<file path="config.mk">
export PLATFORM = sky130hd
export DESIGN_NAME = stereo_alc
export DESIGN_NICKNAME = d
export VERILOG_FILES = /design/src/rtl/alc_pkg.sv /design/src/rtl/alc_level_detect.sv /design/src/rtl/alc_gain_ctrl.sv /design/src/rtl/alc_zc_gate.sv /design/src/rtl/stereo_alc.sv
export SDC_FILE = /design/constraint.sdc
export NUM_CORES = 1
export LEC_CHECK = 0
export ABC_CLOCK_PERIOD_IN_PS = 24000
export BUFFER_PORTS_ARGS = -buffer_cell sky130_fd_sc_hd__buf_2
export CORE_ASPECT_RATIO = 1.5
export CORE_MARGIN = 3
export CORE_UTILIZATION = 30
export DETAILED_ROUTE_END_ITERATION = 8
export SYNTH_ARGS = -nofsm -noshare
export SYNTH_HDL_FRONTEND = slang
export SYNTH_SLANG_ARGS = --single-unit
</file>
<file path="constraint.sdc">
create_clock -name clk -period 24 [get_ports clk]
set_clock_uncertainty 0.15 [all_clocks]
set_input_delay 2.4 -clock clk [delete_from_list [all_inputs] [get_ports clk]]
set_output_delay 2.4 -clock clk [all_outputs]
set_load 0.02 [all_outputs]
</file>
<file path="src/rtl/alc_pkg.sv">
// Shared level constants for the stereo level controller.
// Assumes 24-bit magnitudes; wider data paths scale them by left shift.
package alc_pkg;
    localparam logic [23:0] LVL_LIMIT_HI  = 24'h7892C2; // limit level, lvl_sel=0
    localparam logic [23:0] LVL_LIMIT_LO  = 24'h65AC8C; // limit level, lvl_sel=1
    localparam logic [23:0] LVL_FLOOR_HI  = 24'h5FC621; // window floor, lvl_sel=0
    localparam logic [23:0] LVL_FLOOR_LO  = 24'h50C335; // window floor, lvl_sel=1
    localparam int          CHANNELS      = 2;
endpackage

</file>
<file path="src/rtl/alc_level_detect.sv">
// Magnitude classifier: takes |sample| on both channels, keeps the larger,
// and reports whether it is above the limit or inside the reset window.
// Assumes DATA_W >= 24; purely combinational.
module alc_level_detect #(
    parameter int DATA_W = 24
) (
    input  logic [DATA_W-1:0] smp_l,
    input  logic [DATA_W-1:0] smp_r,
    input  logic              lvl_sel,
    output logic              over,
    output logic              in_win
);
    import alc_pkg::*;
    localparam int SHIFT = DATA_W - 24;

    logic [DATA_W-1:0] mag [CHANNELS];
    logic [DATA_W-1:0] peak, lim_lvl, floor_lvl;

    // Absolute value per channel; the most negative input maps to 2^(W-1).
    for (genvar c = 0; c < CHANNELS; c++) begin : g_abs
        logic [DATA_W-1:0] s;
        assign s = (c == 0) ? smp_l : smp_r;
        assign mag[c] = s[DATA_W-1] ? (~s + 1'b1) : s;
    end

    // Threshold selection and comparison against the larger magnitude.
    always_comb begin
        peak      = (mag[0] > mag[1]) ? mag[0] : mag[1];
        lim_lvl   = DATA_W'(lvl_sel ? LVL_LIMIT_LO : LVL_LIMIT_HI) << SHIFT;
        floor_lvl = DATA_W'(lvl_sel ? LVL_FLOOR_LO : LVL_FLOOR_HI) << SHIFT;
        over      = peak > lim_lvl;
        in_win    = !over && (peak > floor_lvl);
    end
endmodule

</file>
<file path="src/rtl/alc_gain_ctrl.sv">
// Shared gain-code state machine: limiter cut, quiet-strobe counting,
// recovery toward the reference, and isolated-peak fast recovery.
// Assumes strobe is a single-cycle pulse; target_nxt is the registered
// code's next value and is used by the per-channel gates.
module alc_gain_ctrl #(
    parameter int GAIN_W   = 8,
    parameter int WAIT_W   = 16,
    parameter int HIST_LEN = 8
) (
    input  logic              clk,
    input  logic              rst_n,
    input  logic              enable,
    input  logic              strobe,
    input  logic              over,
    input  logic              in_win,
    input  logic              lim_big,
    input  logic              rec_big,
    input  logic              fast_en,
    input  logic [GAIN_W-1:0] ref_code,
    input  logic [WAIT_W-1:0] wait_len,
    output logic [GAIN_W-1:0] target_nxt
);
    logic [GAIN_W-1:0]   target;
    logic [WAIT_W-1:0]   cnt, cnt_nxt, per, base_per, fast_per;
    logic [HIST_LEN-1:0] hist, hist_nxt;
    logic [GAIN_W-1:0]   step_dn, step_up, dn_code, up_code;
    logic [GAIN_W:0]     up_wide;
    logic                fast_ok, wait_done;

    // Step sizes, saturating arithmetic and the active wait period.
    always_comb begin
        step_dn   = lim_big ? GAIN_W'(2) : GAIN_W'(1);
        step_up   = rec_big ? GAIN_W'(2) : GAIN_W'(1);
        dn_code   = (target > step_dn) ? target - step_dn : '0;
        up_wide   = {1'b0, target} + {1'b0, step_up};
        up_code   = (up_wide > {1'b0, ref_code}) ? ref_code : up_wide[GAIN_W-1:0];
        base_per  = (wait_len == '0) ? WAIT_W'(1) : wait_len;
        fast_per  = ((wait_len >> 2) == '0) ? WAIT_W'(1) : (wait_len >> 2);
        fast_ok   = fast_en && ($countones(hist) == 1);
        per       = fast_ok ? fast_per : base_per;
        wait_done = ((WAIT_W+1)'(cnt) + (WAIT_W+1)'(1)) >= (WAIT_W+1)'(per);
    end

    // Next-state decision for code, quiet counter and peak history.
    always_comb begin
        target_nxt = target;
        cnt_nxt    = cnt;
        hist_nxt   = hist;
        if (!enable) begin
            target_nxt = ref_code;
            cnt_nxt    = '0;
            hist_nxt   = '0;
        end else if (strobe) begin
            hist_nxt = {hist[HIST_LEN-2:0], over};
            if (over) begin
                target_nxt = dn_code;
                cnt_nxt    = '0;
            end else if (in_win) begin
                cnt_nxt    = '0;
            end else if (wait_done) begin
                cnt_nxt    = '0;
                if (target < ref_code) target_nxt = up_code;
            end else begin
                cnt_nxt    = cnt + WAIT_W'(1);
            end
        end
    end

    // State registers with synchronous active-low reset.
    always_ff @(posedge clk) begin
        if (!rst_n) begin
            target <= ref_code;
            cnt    <= '0;
            hist   <= '0;
        end else begin
            target <= target_nxt;
            cnt    <= cnt_nxt;
            hist   <= hist_nxt;
        end
    end
endmodule

</file>
<file path="src/rtl/alc_zc_gate.sv">
// Per-channel output stage: passes the shared code straight through, or
// holds it until the channel's sign flips or a timeout of strobes passes.
// Assumes period >= 1 and a single-cycle strobe.
module alc_zc_gate #(
    parameter int GAIN_W = 8,
    parameter int WAIT_W = 16
) (
    input  logic              clk,
    input  logic              rst_n,
    input  logic              enable,
    input  logic              strobe,
    input  logic              zc_en,
    input  logic              sign,
    input  logic [GAIN_W-1:0] target_nxt,
    input  logic [GAIN_W-1:0] ref_code,
    input  logic [WAIT_W-1:0] period,
    output logic [GAIN_W-1:0] gain
);
    logic              prev_sign;
    logic [WAIT_W-1:0] tmo, tmo_nxt;
    logic [GAIN_W-1:0] gain_nxt;
    logic              expired;

    // Choose between pass-through, crossing/timeout apply, or hold.
    always_comb begin
        gain_nxt = gain;
        tmo_nxt  = tmo;
        expired  = ((WAIT_W+1)'(tmo) + (WAIT_W+1)'(1)) >= (WAIT_W+1)'(period);
        if (!enable) begin
            gain_nxt = ref_code;
            tmo_nxt  = '0;
        end else if (!zc_en) begin
            gain_nxt = target_nxt;
            tmo_nxt  = '0;
        end else if (strobe) begin
            if (gain == target_nxt) begin
                tmo_nxt  = '0;
            end else if ((sign != prev_sign) || expired) begin
                gain_nxt = target_nxt;
                tmo_nxt  = '0;
            end else begin
                tmo_nxt  = tmo + WAIT_W'(1);
            end
        end
    end

    // Output code, timeout counter and last sign, synchronous reset.
    always_ff @(posedge clk) begin
        if (!rst_n) begin
            gain      <= ref_code;
            tmo       <= '0;
            prev_sign <= 1'b0;
        end else begin
            gain <= gain_nxt;
            tmo  <= tmo_nxt;
            if (strobe) prev_sign <= sign;
        end
    end
endmodule

</file>
<file path="src/rtl/stereo_alc.sv">
// Top level of the stereo level controller: one shared level detector and
// code controller, followed by one sign-change gate per channel.
// Assumes static configuration inputs and one-cycle sample strobes.
module stereo_alc #(
    parameter int DATA_W   = 24,
    parameter int GAIN_W   = 8,
    parameter int WAIT_W   = 16,
    parameter int HIST_LEN = 8
) (
    input  logic              clk,
    input  logic              rst_n,
    input  logic              smp_valid,
    input  logic [DATA_W-1:0] smp_left,
    input  logic [DATA_W-1:0] smp_right,
    input  logic              alc_en,
    input  logic              lim_big_step,
    input  logic              rec_big_step,
    input  logic              lvl_sel,
    input  logic              fast_en,
    input  logic              zc_en,
    input  logic [GAIN_W-1:0] ref_code,
    input  logic [WAIT_W-1:0] wait_len,
    output logic [GAIN_W-1:0] gain_left,
    output logic [GAIN_W-1:0] gain_right
);
    import alc_pkg::*;

    logic              over, in_win;
    logic [GAIN_W-1:0] target_nxt;
    logic [WAIT_W-1:0] tmo_period;
    logic [GAIN_W-1:0] gain_ch [CHANNELS];
    logic              sign_ch [CHANNELS];

    // Gating timeout uses the normal recovery period, never below one.
    assign tmo_period = (wait_len == '0) ? WAIT_W'(1) : wait_len;
    assign sign_ch[0] = smp_left[DATA_W-1];
    assign sign_ch[1] = smp_right[DATA_W-1];

    alc_level_detect #(.DATA_W(DATA_W)) u_detect (
        .smp_l   (smp_left),
        .smp_r   (smp_right),
        .lvl_sel (lvl_sel),
        .over    (over),
        .in_win  (in_win)
    );

    alc_gain_ctrl #(.GAIN_W(GAIN_W), .WAIT_W(WAIT_W), .HIST_LEN(HIST_LEN)) u_ctrl (
        .clk        (clk),
        .rst_n      (rst_n),
        .enable     (alc_en),
        .strobe     (smp_valid),
        .over       (over),
        .in_win     (in_win),
        .lim_big    (lim_big_step),
        .rec_big    (rec_big_step),
        .fast_en    (fast_en),
        .ref_code   (ref_code),
        .wait_len   (wait_len),
        .target_nxt (target_nxt)
    );

    for (genvar c = 0; c < CHANNELS; c++) begin : g_chan
        alc_zc_gate #(.GAIN_W(GAIN_W), .WAIT_W(WAIT_W)) u_gate (
            .clk        (clk),
            .rst_n      (rst_n),
            .enable     (alc_en),
            .strobe     (smp_valid),
            .zc_en      (zc_en),
            .sign       (sign_ch[c]),
            .target_nxt (target_nxt),
            .ref_code   (ref_code),
            .period     (tmo_period),
            .gain       (gain_ch[c])
        );
    end

    assign gain_left  = gain_ch[0];
    assign gain_right = gain_ch[1];
endmodule

</file>
# Word level (Yosys, flattened, before mapping)

Index checks and enable logic that the tools add are counted.

$add $sub $neg: 17
Order comparisons: 9
Equality and inequality tests: 10
Multiplexer cells: 38
Bitwise operators: 2
Reductions and logical operators: 11

Operators by type and width:

| operator                | count |
|---|---|
| $mux W8                 | 21 |
| $mux W16                | 9 |
| $add A32 B32 Y32        | 3 |
| $gt A24 B24 Y1          | 3 |
| $mux W24                | 3 |
| $add A16 B1 Y17 const B | 3 |
| $ge A17 B16 Y1          | 3 |
| $add A16 B1 Y16 const B | 3 |
| $add A24 B1 Y24 const B | 2 |
| $not A24 Y24            | 2 |
| $eq A32 B2 Y1 const B   | 1 |
| $logic_not A16 Y1       | 2 |
| $mux W21                | 1 |
| $mux W20                | 1 |
| $eq A8 B8 Y1            | 2 |
| $mux W14                | 1 |
| $ne A4 B4 Y1 const B    | 3 |
| $add A8 B8 Y9           | 1 |
| $gt A9 B8 Y1            | 1 |
| $reduce_and A3 Y1       | 3 |
| $add A1 B1 Y2           | 4 |
| $gt A8 B8 Y1            | 1 |
| $lt A8 B8 Y1            | 1 |
| $ne A4 B3 Y1 const B    | 2 |
| 7 further kinds         | 11 |

Register bits after elaboration: 82
Input bits: 81
Output and inout port bits: 16
Word-level logic and storage cells: 96

# Depth between registers and ports, before layout

Gate-level depths: netlist of the first run.

Depth after elaboration: 18
Mapped depth: 36
Gate-level depth less buffers: 31

# Hierarchy

From an unflattened synthesis of the first run, not the netlist that was laid out.

Cell total of the unflattened synthesis: 1191
Area total of the unflattened synthesis: 9803.2 µm²

Modules (own cells, without submodules):

| module           | instances | cells an instance | area an instance (µm²) | sequential area each (µm²) |
|---|---|---|---|---|
| alc_zc_gate      | 2         | 185               | 1801.7                 | 580.6 |
| alc_gain_ctrl    | 1         | 434               | 3413.3                 | 640.6 |
| alc_level_detect | 1         | 367               | 2696.3                 | 0.0 |
| stereo_alc       | 1         | 20                | 90.1                   | 0.0 |

# Worst setup path after synthesis of the first run

OpenSTA, ideal clock, no wires.

Path kind: input to register
From: input port smp_right[9]
To: register g_chan[0].u_gate.gain[0], enable pin
Setup time: 375 ps
Arrival time: 9753 ps
Required time: 23475 ps
Path slack: 13722 ps
Stages on the path: 31
Buffers on the path: 4
Cells stage by stage: or4_1 > buf_2 > or4_4 > nor4_1 > inv_1 > ha_1 > nand4_1 > o41ai_2 > a32oi_2 > o211a_1 > buf_2 > buf_1 > nor2_1 > a21oi_1 > ha_1 > nor2b_1 > a311o_1 > a311oi_1 > and4_1 > o41ai_1 > a211oi_1 > mux2i_1 > a221o_1 > or2_1 > buf_6 > o2111ai_1 > and4_1 > a2111oi_2 > o21ai_2 > o21ai_1 > o21bai_1

Word-level cells in the longest chain between the ends: 15
Elaborated cells on any way between the ends: 16
Those cells by class: add/sub: 1; order compare: 3; eq/ne: 2; mux: 6; bitwise: 1; reduce/logical: 3

RTL lines:

| what                                   | line                   | text |
|---|---|---|
| start: declaration                     | stereo_alc.sv:14       | `input logic [DATA_W-1:0] smp_right,` |
| $not A24 Y24                           | alc_level_detect.sv:23 | `assign mag[c] = s[DATA_W-1] ? (~s + 1'b1) : s;` |
| $add A24 B1 Y24                        | alc_level_detect.sv:23 |  |
| $mux W24 (*)                           | alc_level_detect.sv:23 |  |
| $gt A24 B24 Y1                         | alc_level_detect.sv:28 | `peak = (mag[0] > mag[1]) ? mag[0] : mag[1];` |
| $mux W24 (*)                           | alc_level_detect.sv:28 |  |
| $gt A24 B24 Y1                         | alc_level_detect.sv:31 | `over = peak > lim_lvl;` |
| $logic_not A1 Y1                       | alc_level_detect.sv:32 | `in_win = !over && (peak > floor_lvl);` |
| $logic_and A1 B1 Y1                    | alc_level_detect.sv:32 |  |
| $mux W8                                | alc_gain_ctrl.sv:58    | `end else if (in_win) begin` |
| $mux W8 (*)                            | alc_gain_ctrl.sv:55    | `if (over) begin` |
| $mux W8 (*)                            | alc_gain_ctrl.sv:53    | `end else if (strobe) begin` |
| $mux W8 (*)                            | alc_gain_ctrl.sv:49    | `if (!enable) begin` |
| $eq A8 B8 Y1 (*)                       | alc_zc_gate.sv:36      | `if (gain == target_nxt) begin` |
| $ne A4 B4 Y1 (no source line) (*)      | --                     |  |
| $reduce_and A3 Y1 (no source line) (*) | --                     |  |
| end signal: assignment                 | alc_zc_gate.sv:50      | `gain <= ref_code;` |
| end signal: assignment                 | alc_zc_gate.sv:54      | `gain <= gain_nxt;` |
| end: declaration                       | alc_zc_gate.sv:17      | `output logic [GAIN_W-1:0] gain` |

Every way passes the cells marked *; elsewhere a longest branch is shown, timed or not.
A chain may end at the register's enable or synchronous reset.

# Worst setup path after layout of the first run

From: input port smp_right[5]
To: register g_chan[1].u_gate.gain[7], enable pin

Word-level cells in the longest chain between the ends: 15
Elaborated cells on any way between the ends: 16
Those cells by class: add/sub: 1; order compare: 3; eq/ne: 2; mux: 6; bitwise: 1; reduce/logical: 3

RTL lines:

| what                                   | line |
|---|---|
| $not A24 Y24                           | alc_level_detect.sv:23 |
| $add A24 B1 Y24                        | alc_level_detect.sv:23 |
| $mux W24 (*)                           | alc_level_detect.sv:23 |
| $gt A24 B24 Y1                         | alc_level_detect.sv:28 |
| $mux W24 (*)                           | alc_level_detect.sv:28 |
| $gt A24 B24 Y1                         | alc_level_detect.sv:31 |
| $logic_not A1 Y1                       | alc_level_detect.sv:32 |
| $logic_and A1 B1 Y1                    | alc_level_detect.sv:32 |
| $mux W8                                | alc_gain_ctrl.sv:58 |
| $mux W8 (*)                            | alc_gain_ctrl.sv:55 |
| $mux W8 (*)                            | alc_gain_ctrl.sv:53 |
| $mux W8 (*)                            | alc_gain_ctrl.sv:49 |
| $eq A8 B8 Y1 (*)                       | alc_zc_gate.sv:36 |
| $ne A4 B4 Y1 (no source line) (*)      | -- |
| $reduce_and A3 Y1 (no source line) (*) | -- |
| end signal: assignment                 | alc_zc_gate.sv:50 |
| end signal: assignment                 | alc_zc_gate.sv:54 |
| end: declaration                       | alc_zc_gate.sv:17 |

Marks and branches as above.

==> flow_summary.ini, run 1 <==
[synth]
synth.top_cell.area_share_pct = 14.3
syn_inst = 1363
async_flop_share_pct = 0
synth_area_um2 = 10600
synth_edf_count = 16
seq_area_frac_synth_pct = 17.0
synth.most_common_cell = nand2_1
ys_ff_latch = 82
synth_area_per_cell_um2 = 7.77
ys.flop_type = dfxtp_1
yosys.area.top_type = ha_1
synth_nets = 1571
yosys-top-cells-count = 124 x nand2_1, 121 x ha_1, 95 x nor2_1
yosysWarnings = 0
synth_cell_types = 93
synth.area.top_cells = ha_1 14%, dfxtp_1 12%, edfxtp_1 4.5%

[hold_path]
holdCritPathClass = flop to flop
worstHoldStart = g_chan[1].u_gate.tmo[15]

[placed_design]
port_buffers = 96
numPlacedInstances = 1871
place_hpwl_um = 29800
routabilityCongestion = 0.950
dpl_cell_area_um2 = 11400

[routing]
m1WireLength_um = 13800
wl_per_cell_um = 19.4
viasPerCell = 5.75
drc = 0
ant_nets = 0
drtIter0Drc = 728
dr.pass1.iters = 5
wl_met2_um = 18900
drt_wl_total_um = 36700
met3WireLength_um = 1580
vias = 10900
top_layer = met5

[floorplan]
fp.dieH_um = 236
design.core.area_um2 = 34500
core.rowCount = 83
die_area_um2 = 37600
ioPinCount = 97
die_x_um = 159
start_util_pct = 30.7

[timing]
timing.final.crit_share_pct = 49.5
maxSlewViolCount = 0
rsz0062_at_grt = no
max_clock_freq_mhz = 84.2
setup_viol = 0
finalHoldViolCount = 0
slew-limit-headroom_pct = 19.8
worst_pin_slew_ns = 1.20
tns_ns = 0
period_minus_slack_ns = 11.88

[worst_setup_path]
r2r_slack_ns = 15.71
cp_slowest_stage_delay_ns = 0.73
crit_type = primary input to flop
crit_required_ns = 23.84
crit_buf_inv = 3
crit-reg2reg-launch = u_ctrl.hist[6]
rr_endpoint = g_chan[1].u_gate.gain[7]
cp-endpoint = g_chan[1].u_gate.gain[7]
path_max_fanout = 35
cp_data_arrival_time_ns = 11.72
worstSetupPathDepth = 29
rr_worst_depth = 27
cp-startpoint = smp_right[5]
critPathSlowestCell = nor4_1
crit_family = simple AND/OR/NAND/NOR gates
end_kind = flop
critPathLaunchType = primary input

[clocking]
cts_root_buf = clkbuf_16
cts.sink_count = 82
ctsLongestPathBuffers = 2
cts_resized = 0
cts_hold_buf = 0
numCtsBuffers = 9
cts_tree = done
clk_latency_ns = 0.35
htree_levels = 3
postCtsSetupRepairBufs = 0
cts.clk_slew.worst_paths_ns = 0.06

[grt]
grt-ovfl-total = 0
antenna_found_initial = 2
grt_pass1_vias = 10700
grt_pass1_wl_um = 57500
grt.total_usage_pct = 18.8
grt_max_degree = 75

[power_and_ir_drop]
vdd_drop_max_mv = 0.0334
powerDensity_nw_per_um2 = 46.0
power_w = 0.000542
p_leak_nw = 4.89

[finish]
utilization_pct = 34.2
fin_cells = 1888
drive_above_1_share_pct = 12.3
area_growth_syn_to_layout_pct = 11.2
final_cell_area_um2 = 11800
final_nets = 1623

[run]
maxCapViolCount = 0

[run_status]
status = complete, no violations
[cells in the final DEF (no fill, tap or decap), drive strengths merged, types with 39 or more instances in the layout]
cell type,netlist,layout
a21oi,65,65
buf,21,104
dfxtp,66,66
ha,121,121
inv,74,75
mux2i,39,39
nand2,124,124
nand3,55,55
nor2,96,96
nor3,44,44
o21ai,87,87
xnor2,42,42
xor2,55,55
[worst min-delay path, stage by stage (launching register included)]
cell     delay (ns)
dfxtp_1        0.33
nand2_1        0.05
o21ai_0        0.06
[kinds of logic (layout without fill, tap and decap cells)]
group / after synthesis / after routing / share of synthesized area, %
and+or+nand+nor: 505 / 505 / 25.0
AOI/OAI and AO/OA: 366 / 366 / 24.4
buffers and inverters: 137 / 194 / 5.24
adders and majority gates: 127 / 127 / 15.4
xor gates and xnor gates: 97 / 97 / 8.10
DFF: 82 / 82 / 17.0
muxes: 49 / 49 / 4.82
other: 0 / 1 / 0
[per-stage QoR]
step / worst slack [ns] / hold WS (ns)
floorplan: 13.72 / 0.275
global placement: 12.08 / 0.297
detailed placement: 11.92 / 0.298
CTS: 12.24 / 0.313
global route: 11.46 / 0.371
finish: 12.12 / 0.318
[power by group]
| part | switching, W | internal [W] | leakage [nW] |
|---|---|---|---|
| logic | 0.000148 | 0.0000857 | 4.03 |
| registers | 0.0000127 | 0.000146 | 0.704 |
| clock network | 0.0000576 | 0.0000921 | 0.158 |
[registers in the layout, indices dropped and copies added (netlist names)]
| register | cells |
|---|---|
| g_chan.u_gate.gain | 16 |
| g_chan.u_gate.prev_sign | 2 |
| g_chan.u_gate.tmo | 32 |
| u_ctrl.cnt | 16 |
| u_ctrl.hist | 8 |
| u_ctrl.target | 8 |
[worst min-delay path by stage]
stage | endpoint | slack (ns) | cells after the start
final | g_chan[1].u_gate.tmo[15] | 0.32 | 2
after global routing | g_chan[1].u_gate.tmo[3] | 0.37 | 2
after CTS | g_chan[1].u_gate.tmo[15] | 0.31 | 2
after detailed placement | g_chan[1].u_gate.tmo[15] | 0.30 | 2
after global placement | g_chan[1].u_gate.tmo[15] | 0.30 | 2
after floorplan | g_chan[1].u_gate.tmo[15] | 0.28 | 2
[metal layers]
metal,vias up,track usage [%]
met1,5126,19.8
met4,2,11.4
met3,134,2.30
met2,383,35.4
li1,5216,-
met5,-,0
[cell type report]
cell class | instances | area [um^2]
clock buffers | 13 | 280
multi-input cells | 1144 | 8240
diodes | 1 | 2.50
repair buffers | 104 | 541
fillers | 3716 | 22700
flip-flops and latches | 82 | 1800
inverters | 74 | 278
well taps | 467 | 584
clock inverters | 3 | 43.8
Power figures use the tool's default switching activity.
==> run 2, diff against run 1 <==
--- a/config.mk
+++ b/config.mk
@@ -5,7 +5,7 @@
 export SDC_FILE = /design/constraint.sdc
 export NUM_CORES = 1
 export LEC_CHECK = 0
-export ABC_CLOCK_PERIOD_IN_PS = 24000
+export ABC_CLOCK_PERIOD_IN_PS = 10870
 export BUFFER_PORTS_ARGS = -buffer_cell sky130_fd_sc_hd__buf_2
 export CORE_ASPECT_RATIO = 1.5
 export CORE_MARGIN = 3
==> constraint.sdc (replaced) <==
create_clock -name clk -period 10.87 [get_ports clk]
set_clock_uncertainty 0.15 [all_clocks]
set_input_delay 1.087 -clock clk [delete_from_list [all_inputs] [get_ports clk]]
set_output_delay 1.087 -clock clk [all_outputs]
set_load 0.02 [all_outputs]
==> run 2 against run 1 <==
Effect of this change: hold slack gained 0.0022 ns; non-clock buffer count grew 11; sequential power grew 120%; critical endpoint is now g_chan[0].u_gate.gain[7]; highest routed layer unchanged.
==> flow_summary.ini, run 2 (synthesized netlist as in run 1, its figures left out) <==
[floorplan]
design.core.area_um2 = 34500
die_area_um2 = 37600
die_x_um = 159
start_util_pct = 30.7
core.rowCount = 83
fp.dieH_um = 236
ioPinCount = 97

[finish]
final_nets = 1634
final_cell_mix = 124 x nand2_1, 121 x ha_1, 96 x buf_2, 95 x nor2_1, 73 x inv_1
largest_register_ffs = 32
regMostFlops = g_chan.u_gate.tmo
reg_top3 = g_chan.u_gate.tmo (32), g_chan.u_gate.gain (16), u_ctrl.cnt (16)
area_growth_syn_to_layout_pct = 12.0
final_common_cell = nand2_1
drive_above_1_share_pct = 12.9
final_cell_area_um2 = 11900

[clocking]
cts.sink_count = 82
cts_root_buf = clkbuf_16
cts_tree = done
cts_resized = 0
numCtsBuffers = 9
postCtsSetupRepairBufs = 0
ctsLongestPathBuffers = 2
htree_levels = 3
cts.clk_slew.worst_paths_ns = 0.06
clk_latency_ns = 0.35
cts_hold_buf = 0

[worst_setup_path]
crit_family = compound AO/OA/AOI/OAI gates
path_max_fanout = 20
critPathSlowestCell = or4_4
cp_slowest_stage_delay_ns = 0.65
crit_buf_inv = 2
critPathLaunchType = primary input
crit_required_ns = 10.69
cp_common_cell = a21oi_1
cp_data_arrival_time_ns = 9.94
end_kind = flop
crit_type = primary input to flop

[run]
maxCapViolCount = 0

[hold_path]
holdCritPathClass = flop to flop

[power_and_ir_drop]
power_w = 0.00120
vdd_drop_max_mv = 0.0747
powerDensity_nw_per_um2 = 101
p_leak_nw = 4.94

[timing]
tns_ns = 0
maxSlewViolCount = 0
slew-limit-headroom_pct = 22.8
timing.final.crit_share_pct = 93.1
rsz0062_at_grt = no
max_clock_freq_mhz = 98.8
setup_viol = 0
fin_ws_ns = 0.752
finalHoldViolCount = 0
worst_pin_slew_ns = 1.15
period_minus_slack_ns = 10.12

[run_status]
status = complete, no violations

[routing]
drc = 0
vias = 10900
viasPerCell = 5.72
ant_nets = 0
dr.pass1.iters = 7
drtIter0Drc = 915
wl_per_cell_um = 18.9
drt_wl_total_um = 35800

[grt]
grt_max_degree = 74
antenna_found_initial = 2
grt_pass1_wl_um = 56800
grt.total_usage_pct = 18.3
grt-ovfl-total = 0
grt_pass1_vias = 10700

[placed_design]
dpl_cell_area_um2 = 11500
routabilityCongestion = 0.980
pre_cts_ws_ns = 0.589
port_buffers = 96
place_hpwl_um = 28700
==> run 2: report_power, final <==
group | total (W) | internal (W) | leakage (nW) | switching [W]
registers | 0.000352 | 0.000323 | 0.704 | 0.0000293
logic | 0.000518 | 0.000194 | 4.08 | 0.000324
clock network | 0.000331 | 0.000201 | 0.151 | 0.000130
total | 0.00120 | 0.000718 | 4.94 | 0.000484
==> run 2: per-layer routing <==
| layer | track usage [%] | share of wire (%) | up-vias |
|---|---|---|---|
| met5 | 0 | 0.056 | - |
| met4 | 9.64 | 5.4 | 2 |
| met3 | 2.07 | 4.7 | 110 |
| met2 | 33.7 | 50 | 405 |
| met1 | 20.7 | 40 | 5120 |
| li1 | - | - | 5222 |
==> run 2: tightest hold or removal path: stages (launching register included) <==
cell,delay (ns)
dfxtp_1,0.33
nand2_1,0.05
o21ai_0,0.06
==> run 2: metrics by stage <==
| stage | util [%] | hold WS, ns | instances |
|---|---|---|---|
| 2_1_floorplan | - | 0.275 | 1363 |
| 3_3_place_gp | 33.4 | 0.297 | 1882 |
| 3_5_place_dp | 33.4 | 0.308 | 1882 |
| 4_1_cts | 34.4 | 0.323 | 1898 |
| 5_1_grt | 34.4 | 0.359 | 1898 |
| 6_report | 34.4 | 0.320 | 1899 |
==> run 2: final timing paths <==
kind,start,endpoint,slack [ns],cells after the start
max,smp_right[5],g_chan[0].u_gate.gain[7],0.75,31
min,g_chan[1].u_gate.tmo[15],g_chan[1].u_gate.tmo[15],0.32,2
max reg2reg,u_ctrl.hist[6],g_chan[0].u_gate.gain[7],3.12,27
min reg2reg,g_chan[1].u_gate.tmo[15],g_chan[1].u_gate.tmo[15],0.32,2
==> run 2: layout make-up <==
cell class | count | area, um^2
Clock buffer | 9 | 225
Inverter | 74 | 278
Fill cell | 3685 | 22600
Tap cell | 467 | 584
Antenna cell | 1 | 2.50
Timing Repair Buffer | 115 | 623
Multi-Input combinational cell | 1144 | 8240
Clock inverter | 7 | 92.6
Sequential cell | 82 | 1800
==> run 3, diff against run 2 <==
--- a/config.mk
+++ b/config.mk
@@ -5,6 +5,7 @@
 export SDC_FILE = /design/constraint.sdc
 export NUM_CORES = 1
 export LEC_CHECK = 0
+export ABC_AREA = 1
 export ABC_CLOCK_PERIOD_IN_PS = 10870
 export BUFFER_PORTS_ARGS = -buffer_cell sky130_fd_sc_hd__buf_2
 export CORE_ASPECT_RATIO = 1.5
==> run 3 against run 2 <==
Effect of this change: via count shrank 6.3%; die area shrank 3.6%; register-to-register slack gained 0.74 ns; worst setup slack gained 2.2 ns; sequential cell count is the same; synthesized cell count grew 17%; utilization shrank 0.64 points; combinational power shrank 2%; hold slack lost 0.0027 ns; routed wire length shrank 15%; sequential power shrank 2%.
==> flow_summary.ini, run 3 <==
[grt]
use_met2_pct = 31.9
grt_max_degree = 65
grt.total_usage_pct = 16.5
top_usage_layer = met2
grtUsageMet3_pct = 1.17
grt_pass1_vias = 10100
grt_pass1_wl_um = 48700
grt-ovfl-total = 0
antenna_found_initial = 1
met1_usage_pct = 17.7

[finish]
antenna_cells = 0
regMostFlops = g_chan.u_gate.tmo
area_growth_syn_to_layout_pct = 10.7
final_cell_area_um2 = 11300
final_cell_mix = 373 x nand2_1, 247 x inv_1, 129 x nor2_1, 121 x ha_1, 104 x a21oi_1
drive_above_1_share_pct = 13.7
final_nets = 1866
utilization_pct = 33.7
n_fill_cell = 3654
reg_top3 = g_chan.u_gate.tmo (32), g_chan.u_gate.gain (16), u_ctrl.cnt (16)
largest_register_ffs = 32
fin_cells = 2083
final_common_cell = nand2_1

[synth]
yosys.area.top_type = ha_1
ys_ff_latch = 82
synth.most_common_cell = nand2_1
synth_cell_types = 56
ys.flop_type = dfxtp_1
yosys-top-cells-count = 373 x nand2_1, 247 x inv_1, 129 x nor2_1
syn_inst = 1589
async_flop_share_pct = 0
seq_area_frac_synth_pct = 17.7
yosysWarnings = 0
synth_edf_count = 16
synth.area.top_cells = ha_1 15%, nand2_1 14%, dfxtp_1 13%
synth_area_per_cell_um2 = 6.41
synth_area_um2 = 10200
synth_nets = 1797
synth.top_cell.area_share_pct = 14.9

[clocking]
cts_hold_buf = 0
cts_root_buf = clkbuf_16
cts.sink_count = 82
postCtsSetupRepairBufs = 0
clk_latency_ns = 0.34
htree_levels = 3
cts.clk_slew.worst_paths_ns = 0.06
numCtsBuffers = 9
cts_resized = 0
ctsLongestPathBuffers = 2
cts_tree = done

[routing]
drc = 0
drtIter0Drc = 500
dr.pass1.iters = 5
vias = 10200
wl_per_cell_um = 14.6
drt_wl_total_um = 30500
viasPerCell = 4.88
ant_nets = 0

[power_and_ir_drop]
vdd_drop_max_mv = 0.0746
p_leak_nw = 5.49
powerDensity_nw_per_um2 = 101

[floorplan]
die_area_um2 = 36300
design.core.area_um2 = 33400
fp.dieH_um = 232
die_x_um = 156
ioPinCount = 97
start_util_pct = 30.5
core.rowCount = 82

[timing]
rsz0062_at_grt = no
tns_ns = 0
maxSlewViolCount = 0
timing.final.crit_share_pct = 73.0
setup_viol = 0
worst_pin_slew_ns = 1.28
slew-limit-headroom_pct = 14.6
finalHoldViolCount = 0
fin_ws_ns = 2.93
period_minus_slack_ns = 7.94
max_clock_freq_mhz = 126

[worst_setup_path]
crit_type = primary input to flop
end_kind = flop
critPathLaunchType = primary input
cp_common_cell = nand2_1
cp_data_arrival_time_ns = 7.81
path_max_fanout = 21
crit_required_ns = 10.74
critPathSlowestCell = nand2_4
cp_slowest_stage_delay_ns = 0.41

[run_status]
status = complete, no violations

[placed_design]
routabilityCongestion = 0.925
dpl_cell_area_um2 = 11000
place_hpwl_um = 25300
port_buffers = 96
numPlacedInstances = 2067
pre_cts_ws_ns = 2.63

[hold_path]
holdCritPathClass = flop to flop

[run]
maxCapViolCount = 0
-- run 3: changes by cell type after synthesis, moves of 27 or more --
cell | before | now
mux2i_1 | 39 | 2
nand2_2 | 0 | 52
nand2_1 | 124 | 373
nand3_1 | 55 | 87
xnor2_1 | 42 | 11
a21oi_1 | 65 | 104
nor2b_1 | 27 | 0
nor2_1 | 95 | 129
inv_1 | 73 | 247
-- run 3: layout make-up --
class	instances	area, um^2	share of cell area (%)
multi-input combinational	1207	7210	63.9
sequential	82	1800	16.0
tap	420	526	4.66
inverter	260	976	8.65
clock buffer	9	225	2.00
clock inverter	7	51.3	0.455
timing repair buffer	98	495	4.39
-- run 3: per-layer routing --
metal / wire length, um / share of wire, % / vias to the layer above
met1: 11800 / 39 / 4637
met5: 20 / 0.066 / -
met3: 877 / 2.9 / 76
met2: 16200 / 53 / 195
li1: - / - / 5262
met4: 1530 / 5.0 / 2
-- run 3: worst max-delay path: cells and delay by family --
family | cells | cell delay [ns]
compound gates | 3 | 0.62
xor+xnor | 1 | 0.26
buf+inv | 8 | 0.75
fa+ha+maj | 2 | 0.58
simple gates | 34 | 4.47
-- run 3: stage by stage --
| step | hold slack (ns) | power (W) |
|---|---|---|
| finish | 0.317 | 0.00114 |
| global route | 0.331 | 0.00123 |
| CTS | 0.317 | 0.00115 |
| detailed placement | 0.308 | 0.000860 |
| global placement | 0.304 | 0.000852 |
| floorplan | 0.295 | 0.000728 |
-- run 3: report_power, final --
| group | internal (W) | leakage (nW) | switching (W) | total [W] |
|---|---|---|---|---|
| combinational | 0.000172 | 4.66 | 0.000337 | 0.000509 |
| clock | 0.000156 | 0.133 | 0.000133 | 0.000290 |
| sequential | 0.000325 | 0.704 | 0.0000189 | 0.000344 |
-- run 3: cells by family (layout without fill, tap and decap cells) --
group                    Yosys count  count (layout)  share of synthesized area, %
AND/OR/NAND/NOR                  758             758                          34.2
buffers and inverters            300             374                          11.6
AO/OA/AOI/OAI                    239             239                          13.4
adder cells (fa/ha/maj)          127             127                          16.0
flip-flops                        82              82                          17.7
XOR/XNOR                          81              81                          6.96
multiplexers                       2               2                         0.197
-- run 3: worst paths after layout --
kind                              endpoint  cells past startpoint                     from  slack, ns
setup / recovery  g_chan[0].u_gate.gain[3]                     48             smp_right[4]       2.93
hold / removal     g_chan[0].u_gate.tmo[4]                      2  g_chan[0].u_gate.tmo[4]       0.32
setup reg to reg  g_chan[0].u_gate.gain[3]                     31           u_ctrl.hist[6]       3.86
hold reg to reg    g_chan[0].u_gate.tmo[4]                      2  g_chan[0].u_gate.tmo[4]       0.32
